<file path="src/rtl/wdg_pkg.sv">
package wdg_pkg;
  // register select on the one-bit address
  typedef enum logic {
    REG_UNLOCK = 1'b0,
    REG_CTRL   = 1'b1
  } reg_sel_e;

  localparam int DATA_W     = 8;
  localparam int PER_W      = 4;
  // control register field positions
  localparam int BIT_RUN    = 0;
  localparam int BIT_IE     = 1;
  localparam int BIT_FLAG   = 2;
  localparam int BIT_PER_LO = 3;
endpackage

</file>
<file path="src/rtl/wdg_unlock.sv">
module wdg_unlock
  import wdg_pkg::*;
#(
  parameter logic [DATA_W-1:0] SIGNATURE  = 8'hD8,
  parameter int                WIN_CYCLES = 4
) (
  input  logic              clk,
  input  logic              rst_n,
  input  logic              wr,
  input  logic              addr,
  input  logic [DATA_W-1:0] wdata,
  output logic              win_open
);
  localparam int CW = $clog2(WIN_CYCLES + 1);
  localparam logic [CW-1:0] WIN_LOAD = CW'(WIN_CYCLES);

  logic [CW-1:0] win_cnt;
  logic          sig_hit;
  logic          bad_sig;
  logic          ctrl_hit;

  assign sig_hit  = wr && (addr == REG_UNLOCK) && (wdata == SIGNATURE);
  assign bad_sig  = wr && (addr == REG_UNLOCK) && (wdata != SIGNATURE);
  assign ctrl_hit = wr && (addr == REG_CTRL);
  assign win_open = (win_cnt != '0);

  // window counter: load on signature, drop on any control write, else count down
  always_ff @(posedge clk) begin
    if (!rst_n) begin
      win_cnt <= '0;
    end else if (sig_hit) begin
      win_cnt <= WIN_LOAD;
    end else if (ctrl_hit) begin
      win_cnt <= '0;
    end else if (win_cnt != '0) begin
      win_cnt <= win_cnt - 1'b1;
    end
  end

  AST_WIN_BOUND: assert property (@(posedge clk) disable iff (!rst_n)
    win_cnt <= WIN_LOAD);
  AST_WIN_LIFETIME: assert property (@(posedge clk) disable iff (!rst_n)
    ($past(win_cnt) == CW'(1)) && !$past(sig_hit) |-> !win_open);
  AST_WIN_SHUT_ON_WRITE: assert property (@(posedge clk) disable iff (!rst_n)
    $past(ctrl_hit) |-> !win_open);
  AST_BAD_SIG_CLOSED: assert property (@(posedge clk) disable iff (!rst_n)
    $past(bad_sig) && !$past(win_open) |-> !win_open);
endmodule

</file>
<file path="src/rtl/wdg_prescaler.sv">
module wdg_prescaler
  import wdg_pkg::*;
#(
  parameter int TAP_BASE = 11,
  parameter int NUM_TAPS = 10
) (
  input  logic             clk,
  input  logic             rst_n,
  input  logic             tick,
  input  logic             run,
  input  logic             kick,
  input  logic [PER_W-1:0] period,
  output logic             timeout
);
  localparam int CNT_W = TAP_BASE + NUM_TAPS - 1;
  localparam int SLOTS = 2 ** PER_W;
  localparam logic [PER_W-1:0] TOP_CODE = PER_W'(NUM_TAPS - 1);

  logic [CNT_W-1:0] cnt;
  logic [SLOTS-1:0] reach;
  logic [PER_W-1:0] sel;

  // one comparator per tap; code slots past the last tap never fire
  for (genvar k = 0; k < SLOTS; k++) begin : g_tap
    if (k < NUM_TAPS) begin : g_live
      localparam logic [CNT_W-1:0] LIM = CNT_W'((64'd1 << (TAP_BASE + k)) - 64'd1);
      assign reach[k] = (cnt >= LIM);
    end else begin : g_pad
      assign reach[k] = 1'b0;
    end
  end

  // reserved codes fold onto the longest tap
  assign sel     = (period > TOP_CODE) ? TOP_CODE : period;
  assign timeout = tick && run && !kick && reach[sel];

  always_ff @(posedge clk) begin
    if (!rst_n) begin
      cnt <= '0;
    end else if (!run || kick) begin
      cnt <= '0;
    end else if (tick) begin
      cnt <= timeout ? '0 : cnt + 1'b1;
    end
  end

  AST_KICK_RESTART: assert property (@(posedge clk) disable iff (!rst_n)
    kick |=> !timeout);
  AST_RESERVED_LONGEST: assert property (@(posedge clk) disable iff (!rst_n)
    timeout && (period > TOP_CODE) |-> (&cnt));
endmodule

</file>
<file path="src/rtl/wdg_cfg.sv">
module wdg_cfg
  import wdg_pkg::*;
(
  input  logic             clk,
  input  logic             rst_n,
  input  logic             fuse_lvl2,
  input  logic             ctrl_wr,
  input  logic             wr_run,
  input  logic             wr_ie,
  input  logic             wr_flag,
  input  logic [PER_W-1:0] wr_per,
  input  logic             win_open,
  input  logic             timeout,
  output logic             run_eff,
  output logic             irq_en,
  output logic             irq_flag,
  output logic [PER_W-1:0] period
);
  logic             run_q;
  logic             ie_q;
  logic             flag_q;
  logic [PER_W-1:0] per_q;
  logic             flag_clr;

  assign flag_clr = ctrl_wr && wr_flag;

  always_ff @(posedge clk) begin
    if (!rst_n) begin
      run_q <= 1'b0;
      ie_q  <= 1'b0;
      per_q <= '0;
    end else if (ctrl_wr) begin
      if (fuse_lvl2) begin
        // level 2: everything that matters is guarded, run bit ignored
        if (win_open) begin
          per_q <= wr_per;
          ie_q  <= wr_ie;
        end
      end else begin
        // level 1: only stopping a running timer is guarded
        per_q <= wr_per;
        ie_q  <= wr_ie;
        if (wr_run) begin
          run_q <= 1'b1;
        end else if (win_open) begin
          run_q <= 1'b0;
        end
      end
    end
  end

  // sticky flag, set wins over a clear in the same cycle
  always_ff @(posedge clk) begin
    if (!rst_n) begin
      flag_q <= 1'b0;
    end else if (timeout && ie_q) begin
      flag_q <= 1'b1;
    end else if (flag_clr) begin
      flag_q <= 1'b0;
    end
  end

  assign run_eff  = fuse_lvl2 | run_q;
  assign irq_en   = ie_q;
  assign irq_flag = flag_q;
  assign period   = per_q;

  AST_L1_STAYS_ON: assert property (@(posedge clk) disable iff (!rst_n)
    !fuse_lvl2 && $past(run_q) && !$past(win_open) |-> run_q);
  AST_L2_PERIOD_LOCK: assert property (@(posedge clk) disable iff (!rst_n)
    fuse_lvl2 && !$past(win_open) |-> $stable(per_q) && $stable(ie_q));
  AST_FLAG_HOLD: assert property (@(posedge clk) disable iff (!rst_n)
    $past(flag_q) && !$past(flag_clr) |-> flag_q);
endmodule

</file>
<file path="src/rtl/wdt_guard.sv">
module wdt_guard
  import wdg_pkg::*;
#(
  parameter logic [DATA_W-1:0] SIGNATURE  = 8'hD8,
  parameter int                WIN_CYCLES = 4,
  parameter int                TAP_BASE   = 11,
  parameter int                NUM_TAPS   = 10
) (
  input  logic              clk,
  input  logic              rst_n,
  input  logic              osc_tick,
  input  logic              fuse_lvl2,
  input  logic              bus_wr,
  input  logic              bus_addr,
  input  logic [DATA_W-1:0] bus_wdata,
  output logic [DATA_W-1:0] bus_rdata,
  input  logic              kick,
  output logic              wdt_reset,
  output logic              wdt_irq
);
  logic             win_open;
  logic             ctrl_wr;
  logic             run_eff;
  logic             irq_en;
  logic             irq_flag;
  logic [PER_W-1:0] period;
  logic             timeout;
  logic             rst_q;

  assign ctrl_wr = bus_wr && (bus_addr == REG_CTRL);

  wdg_unlock #(
    .SIGNATURE (SIGNATURE),
    .WIN_CYCLES(WIN_CYCLES)
  ) u_unlock (
    .clk     (clk),
    .rst_n   (rst_n),
    .wr      (bus_wr),
    .addr    (bus_addr),
    .wdata   (bus_wdata),
    .win_open(win_open)
  );

  wdg_cfg u_cfg (
    .clk      (clk),
    .rst_n    (rst_n),
    .fuse_lvl2(fuse_lvl2),
    .ctrl_wr  (ctrl_wr),
    .wr_run   (bus_wdata[BIT_RUN]),
    .wr_ie    (bus_wdata[BIT_IE]),
    .wr_flag  (bus_wdata[BIT_FLAG]),
    .wr_per   (bus_wdata[BIT_PER_LO +: PER_W]),
    .win_open (win_open),
    .timeout  (timeout),
    .run_eff  (run_eff),
    .irq_en   (irq_en),
    .irq_flag (irq_flag),
    .period   (period)
  );

  wdg_prescaler #(
    .TAP_BASE(TAP_BASE),
    .NUM_TAPS(NUM_TAPS)
  ) u_presc (
    .clk    (clk),
    .rst_n  (rst_n),
    .tick   (osc_tick),
    .run    (run_eff),
    .kick   (kick),
    .period (period),
    .timeout(timeout)
  );

  // reset request only when interrupt mode is off
  always_ff @(posedge clk) begin
    if (!rst_n) rst_q <= 1'b0;
    else        rst_q <= timeout && !irq_en;
  end

  assign wdt_reset = rst_q;
  assign wdt_irq   = irq_flag;

  assign bus_rdata = (bus_addr == REG_CTRL)
                   ? {1'b0, period, irq_flag, irq_en, run_eff}
                   : {{(DATA_W-1){1'b0}}, win_open};

  AST_RST_ONE_CYCLE: assert property (@(posedge clk) disable iff (!rst_n)
    wdt_reset |=> !wdt_reset);
  AST_IRQ_NOT_RST: assert property (@(posedge clk) disable iff (!rst_n)
    $rose(wdt_irq) |-> !wdt_reset);
  AST_L2_READS_ON: assert property (@(posedge clk) disable iff (!rst_n)
    fuse_lvl2 && (bus_addr == REG_CTRL) |-> bus_rdata[BIT_RUN]);
endmodule

</file>
<file path="config.mk">
export PLATFORM = sky130hd
export DESIGN_NAME = wdt_guard
export DESIGN_NICKNAME = d
export VERILOG_FILES = /design/src/rtl/wdg_pkg.sv /design/src/rtl/wdg_unlock.sv /design/src/rtl/wdg_prescaler.sv /design/src/rtl/wdg_cfg.sv /design/src/rtl/wdt_guard.sv
export SDC_FILE = /design/constraint.sdc
export NUM_CORES = 1
export LEC_CHECK = 0
export ABC_CLOCK_PERIOD_IN_PS = 3700
export BUFFER_PORTS_ARGS = -buffer_cell sky130_fd_sc_hd__buf_2
export CORE_MARGIN = 3
export CORE_UTILIZATION = 60
export CTS_CLUSTER_SIZE = 30
export DETAILED_ROUTE_END_ITERATION = 8
export HOLD_SLACK_MARGIN = 0.1
export PLACE_DENSITY = 0.83
export SLEW_MARGIN = 20
export SYNTH_ARGS = -nofsm -noshare
export SYNTH_HDL_FRONTEND = slang
export SYNTH_SLANG_ARGS = --single-unit
</file>
<file path="constraint.sdc">
create_clock -name clk -period 3.7 [get_ports clk]
set_input_delay 0.555 -clock clk [delete_from_list [all_inputs] [get_ports clk]]
set_output_delay 0.555 -clock clk [all_outputs]
set_load 0.05 [all_outputs]
</file>
==> flow_metrics.env, run 1 <==
export IMPL_grt_max_degree=23
export IMPL_slew_viol_final=0
export IMPL_gp_congestion=0.872
export IMPL_hold_class="reg -> reg"
export IMPL_synth_top_area_cell="dfxtp_1"
export IMPL_finalHoldViolCount=0
export IMPL_yosysUniqueCellTypes=45
export IMPL_fillers=216
export IMPL_ctsResizeCount=0
export IMPL_die_w_um=59.7
export IMPL_nets=250
export IMPL_yosysTopAreaCellShare=0.358
export IMPL_clk_latency_ps=330
export IMPL_crit_path_max_incr_delay_ps=650
export IMPL_core_area_um2=2610
export IMPL_holdWs_ps=495
export IMPL_fmax_mhz=367
export IMPL_path_max_fanout=22
export IMPL_place_detailed_hpwl_mm=2.66
export IMPL_syn_nets=231
export IMPL_die_h_um=59.7
export IMPL_post_drt_wl_per_cell_um=14.0
export IMPL_rows=18
export IMPL_critPathRequiredTime_ps=3970
export IMPL_finClkSkew_ps=10.1
export IMPL_holdBufCountCts=0
export IMPL_layout_setup_ws_ps=978
export IMPL_syn_inst=213
export IMPL_p_per_area_nw_per_um2=400
export IMPL_synth_edff_count=0
export IMPL_antenna_cells=0
export IMPL_ir_drop_uv=364
export IMPL_die_area_um2=3570
export IMPL_outcome="completed"
export IMPL_period_share=0.736
export IMPL_ys_warn_count=0
export IMPL_grt_overflow_total=0
export IMPL_final_area_um2=1910
export IMPL_path_cells="ha_1 -> nand3_1 -> nor4_2 -> mux2i_1 -> a221oi_1 -> o211a_1 -> and3b_1"
export IMPL_port_buffers=23
export IMPL_syn_to_final_growth_pct=10.3
export IMPL_slew_headroom=0.455
export IMPL_drive_gt1_frac=0.155
export IMPL_tns_ps=0
export IMPL_grt_pass1_vias=1429
export IMPL_ant_nets=0
export IMPL_cts_max_level=2
export IMPL_cts_root_buf="clkbuf_4"
export IMPL_track_usage=0.234
export IMPL_synth_area_um2=1730
export IMPL_ys_flop_type="dfxtp_1"
export IMPL_drv_cap=0
export IMPL_path_class="reg -> reg"
export IMPL_viasPerCell=5.83
export IMPL_routed_wirelength_mm=3.69
export IMPL_finalSetupViolCount=0
export IMPL_avgSynthCellArea_um2=8.14
export IMPL_async_reset_ff_frac=0
export IMPL_synth_area_leaders="dfxtp_1 36%, xnor2_1 7.6%, nor2_1 6.5%"
export IMPL_pre_cts_slack_ps=1040
export IMPL_clockBufferDepth=2
export IMPL_start_util=0.663
export IMPL_tightest_slew_ps=817
export IMPL_drc=0
export IMPL_dp_cells=255
export IMPL_fin_cells=263
export IMPL_num_vias=1533
export IMPL_cp_slowest_cell="o211a_1"
export IMPL_finalCriticalPeriod_ps=2720
export IMPL_grt_first_pass_wirelength_mm=6.32
export IMPL_start_kind="register"
export IMPL_dpl_cell_area_um2=1840
export IMPL_first_pass_iters=4
export IMPL_grt_setup_unrepaired="false"
export IMPL_drt_iter0_markers=90
export IMPL_clk_transition_reported_paths_ps=90
export IMPL_seq_area_frac_synth=0.358
export IMPL_cts_setup_buffers=0
export IMPL_cts_sinks=31
export IMPL_cts_tree="done"
export IMPL_io_pins=25
export IMPL_worst_setup_path_end_kind="register"
export IMPL_worstPathArrival_ps=2990
export IMPL_antenna_found_initial=0
export IMPL_ys_ff_latch=31
export IMPL_p_leak_nw=0.840
export IMPL_cts_buffers=5
==> Yosys cell counts (2+ instances only) <==
master and number:
a21boi_0 2, and2_1 6, inv_1 6, nor2b_1 8, o31ai_1 2, and4_1 4, and3_1 5, o21ai_0 3
xnor2_1 15, nor3b_2 2, a21oi_1 4, nand3_1 7, nand2_1 28, nor3b_1 2, ha_1 3, xor2_1 5
a221oi_1 2, clkbuf_1 8, nor2_1 30, nor3_1 2, dfxtp_1 31, nor4_2 2, mux2i_1 7, nand4_1 8
==> critical path: cells and delay by family, from the launching register on <==
family                     cells  cell delay [ps]
AOI/OAI and AO/OA              2              960
adders and majority gates      1              220
DFF                            1              370
muxes                          1              180
and+or+nand+nor                3              940
==> final cells by class <==
type	count	area [um2]	area share
Inverter	6	22.5	0.0118
Multi-Input combinational cell	165	1050	0.548
Clock buffer	8	68.8	0.0360
Sequential cell	31	621	0.325
Tap cell	30	37.5	0.0196
Timing Repair Buffer	23	115	0.0602
==> metal layers <==
| metal | vias up | GRT usage | share of wire |
|---|---|---|---|
| met5 | - | 0 | 0 |
| met4 | 0 | 0.0854 | 0.015 |
| met3 | 9 | 0.0583 | 0.046 |
| met2 | 35 | 0.401 | 0.51 |
| met1 | 719 | 0.281 | 0.43 |
| li1 | 770 | - | - |
==> placed cells by master, fill, tap and decap left out, types with 6 or more instances in the layout <==
master,instances
buf_2,23
xnor2_1,15
nand2_1,28
inv_1,6
nor2_1,30
nand4_1,8
and2_1,6
dfxtp_1,31
nand3_1,7
nor2b_1,8
mux2i_1,7
==> cell families (layout without fill, tap and decap cells) <==
logic type,count (synthesis),count (layout),synth area share
buffers and inverters,17,37,0.0440
AOI/OAI and AO/OA,23,23,0.0946
muxes,7,7,0.0404
other,1,1,0.00216
xor gates and xnor gates,20,20,0.101
and+or+nand+nor,111,111,0.338
adders and majority gates,3,3,0.0217
DFF,31,31,0.358
==> power by group <==
part           internal, W  switching (W)  leakage [nW]
clock network     0.000112       0.000113        0.0386
registers         0.000351      0.0000135         0.251
logic            0.0000665       0.000109         0.550
==> path summary, 6_finish.rpt <==
check                              start                       end  slack, ps  cells after the start
max          u_presc.cnt[0]$_SDFFE_PP0P_      wdt_reset$_SDFF_PN0_        980                      7
max reg2reg  u_presc.cnt[0]$_SDFFE_PP0P_      wdt_reset$_SDFF_PN0_        980                      7
min             u_cfg.run_q$_SDFFE_PN0P_  u_cfg.run_q$_SDFFE_PN0P_        500                      2
min reg2reg     u_cfg.run_q$_SDFFE_PN0P_  u_cfg.run_q$_SDFFE_PN0P_        500                      2
==> registers in the layout, summed over array words and instances, names as in the netlist <==
name,cells
u_presc.cnt,20
u_cfg.period,4
u_unlock.win_cnt,3
u_cfg.irq_en,1
u_cfg.irq_flag,1
u_cfg.run_q,1
wdt_reset,1
==> metrics by stage <==
| step | util | total power (W) |
|---|---|---|
| global placement | 0.703 | 0.000537 |
| global route | 0.732 | 0.000816 |
| floorplan | - | 0.000510 |
| CTS | 0.729 | 0.000771 |
| finish | 0.732 | 0.000766 |
| detailed placement | 0.703 | 0.000548 |
Power figures use the tool's default switching activity.
==> inputs of run 2 (changes only) <==
--- a/config.mk
+++ b/config.mk
@@ -5,14 +5,14 @@
 export SDC_FILE = /design/constraint.sdc
 export NUM_CORES = 1
 export LEC_CHECK = 0
-export ABC_CLOCK_PERIOD_IN_PS = 3700
+export ABC_CLOCK_PERIOD_IN_PS = 2500
 export BUFFER_PORTS_ARGS = -buffer_cell sky130_fd_sc_hd__buf_2
 export CORE_MARGIN = 3
-export CORE_UTILIZATION = 60
+export CORE_UTILIZATION = 51
 export CTS_CLUSTER_SIZE = 30
 export DETAILED_ROUTE_END_ITERATION = 8
 export HOLD_SLACK_MARGIN = 0.1
-export PLACE_DENSITY = 0.83
+export PLACE_DENSITY = 0.75
 export SLEW_MARGIN = 20
 export SYNTH_ARGS = -nofsm -noshare
 export SYNTH_HDL_FRONTEND = slang
==> constraint.sdc (replaced) <==
create_clock -name clk -period 2.5 [get_ports clk]
set_input_delay 0.375 -clock clk [delete_from_list [all_inputs] [get_ports clk]]
set_output_delay 0.375 -clock clk [all_outputs]
set_load 0.05 [all_outputs]
==> run 2 against run 1 <==
Global-route usage fell by 4.4 points. Worst hold slack got worse by 190 ps. Register-to-register slack got worse by 760 ps. Routed wire length fell by 3.2%. Clock power rose by 82%. Critical path depth did not move. First-iteration DRC count rose by 18%.
==> flow_metrics.env, run 2 (synthesis gave the netlist of run 1 again) <==
export IMPL_outcome="completed"
export IMPL_grt_overflow_total=0
export IMPL_grt_pass1_vias=1419
export IMPL_cts_tree="done"
export IMPL_holdWs_ps=302
export IMPL_period_share=0.913
export IMPL_fillers=300
export IMPL_antenna_found_initial=0
export IMPL_start_kind="register"
export IMPL_core_area_um2=3150
export IMPL_finalSetupViolCount=0
export IMPL_clk_transition_reported_paths_ps=100
export IMPL_tns_ps=0
export IMPL_drc=0
export IMPL_io_pins=25
export IMPL_critPathRequiredTime_ps=2770
export IMPL_grt_max_degree=15
export IMPL_dpl_cell_area_um2=1890
export IMPL_die_h_um=64.3
export IMPL_largest_register="u_presc.cnt"
export IMPL_drive_gt1_frac=0.176
export IMPL_post_drt_wl_per_cell_um=12.7
export IMPL_gp_congestion=0.852
export IMPL_cts_root_buf="clkbuf_4"
export IMPL_clk_latency_ps=340
export IMPL_final_area_um2=1980
export IMPL_ant_nets=0
export IMPL_path_class="reg -> reg"
export IMPL_slew_viol_final=0
export IMPL_clockBufferDepth=2
export IMPL_cts_buffers=5
export IMPL_num_vias=1518
export IMPL_p_per_area_nw_per_um2=613
export IMPL_track_usage=0.191
export IMPL_cts_setup_buffers=0
export IMPL_drv_cap=0
export IMPL_cts_max_level=2
export IMPL_rows=20
export IMPL_place_detailed_hpwl_mm=2.64
export IMPL_nets=255
export IMPL_dp_cells=274
export IMPL_path_max_fanout=13
export IMPL_worst_setup_path_end_kind="register"
export IMPL_drt_iter0_markers=106
export IMPL_grt_setup_unrepaired="false"
export IMPL_slew_headroom=0.661
export IMPL_finClkSkew_ps=7.69
export IMPL_worstPathArrival_ps=2550
export IMPL_port_buffers=23
export IMPL_hold_class="in -> reg"
export IMPL_die_area_um2=4130
export IMPL_syn_to_final_growth_pct=14.2
export IMPL_grt_first_pass_wirelength_mm=6.22
export IMPL_start_util=0.550
export IMPL_finalHoldViolCount=0
export IMPL_viasPerCell=5.38
export IMPL_first_pass_iters=4
export IMPL_cts_sinks=31
export IMPL_rrSetupSlack_ps=220
export IMPL_largest_register_ffs=20
export IMPL_fmax_mhz=438
export IMPL_tightest_slew_ps=506
export IMPL_fin_cells=282
export IMPL_antenna_cells=0
export IMPL_layout_commonest_cell="dfxtp_1"
export IMPL_routed_wirelength_mm=3.57
export IMPL_p_leak_nw=0.872
export IMPL_die_w_um=64.3
export IMPL_layout_common_cells="31 x dfxtp_1, 30 x nor2_1, 28 x nand2_1, 23 x buf_2, 15 x xnor2_1"
export IMPL_finalCriticalPeriod_ps=2280
export IMPL_ir_drop_uv=415
-- run 2: cell count changes in the layout (fill, tap and decap cells not counted) --
cell,previous run,this run
clkbuf_8,2,1
clkinv_2,0,1
nor3b_4,1,0
clkbuf_1,1,0
nor3b_2,2,3
bufinv_16,0,1
buf_4,0,5
-- run 2: final cells by class --
class | instances | area [um2] | area share
clock buffer | 6 | 51.3 | 0.0259
multi-input combinational | 165 | 1040 | 0.526
inverter | 6 | 22.5 | 0.0114
clock inverter | 2 | 35.0 | 0.0177
timing repair buffer | 28 | 153 | 0.0772
tap | 44 | 55.1 | 0.0278
sequential | 31 | 621 | 0.314
-- run 2: what timing repair did --
item,in CTS,in global routing
setup endpoints to repair,0,1
hold buffers,0,0
endpoints found under the hold margin,0,0
resized for setup,0,0
-- run 2: layer usage --
layer	track usage	up-vias	wire, um
li1	-	779	-
met1	0.238	697	1610
met2	0.307	40	1730
met3	0.0598	2	209
met4	0.0712	0	21
met5	0	-	0
-- run 2: path summary, 6_finish.rpt --
check,start,depth (start not counted),endpoint
setup reg to reg,u_presc.cnt[19]$_SDFFE_PP0P_,7,u_presc.cnt[3]$_SDFFE_PP0P_
hold / removal,bus_wdata[4],3,u_cfg.period[1]$_SDFFE_PN0P_
setup / recovery,u_presc.cnt[19]$_SDFFE_PP0P_,7,u_presc.cnt[3]$_SDFFE_PP0P_
hold reg to reg,u_cfg.run_q$_SDFFE_PN0P_,2,u_cfg.run_q$_SDFFE_PN0P_
-- run 2: power breakdown --
part | total, W | switching, W | internal [W]
Sequential | 0.000540 | 0.0000196 | 0.000520
Clock | 0.000410 | 0.000174 | 0.000236
Combinational | 0.000262 | 0.000158 | 0.000104
Total | 0.00121 | 0.000352 | 0.000860
-- run 2: metrics by stage --
| stage | total power [W] | utilization | setup WS, ps |
|---|---|---|---|
| 6_report | 0.00121 | 0.627 | 218 |
| 5_1_grt | 0.00128 | 0.627 | 44.6 |
| 4_1_cts | 0.00122 | 0.627 | 141 |
| 3_5_place_dp | 0.000814 | 0.600 | 175 |
| 3_3_place_gp | 0.000808 | 0.600 | 267 |
| 2_1_floorplan | 0.000756 | - | 388 |
-- run 2: worst max-delay path, cell delays in order (launching register included) --
cell and delay [ps]:
dfxtp_1 360, or4_1 550, or3_1 370, nor4_2 170, a221oi_1 120, o211a_1 280, buf_4 190, nor3b_2 170
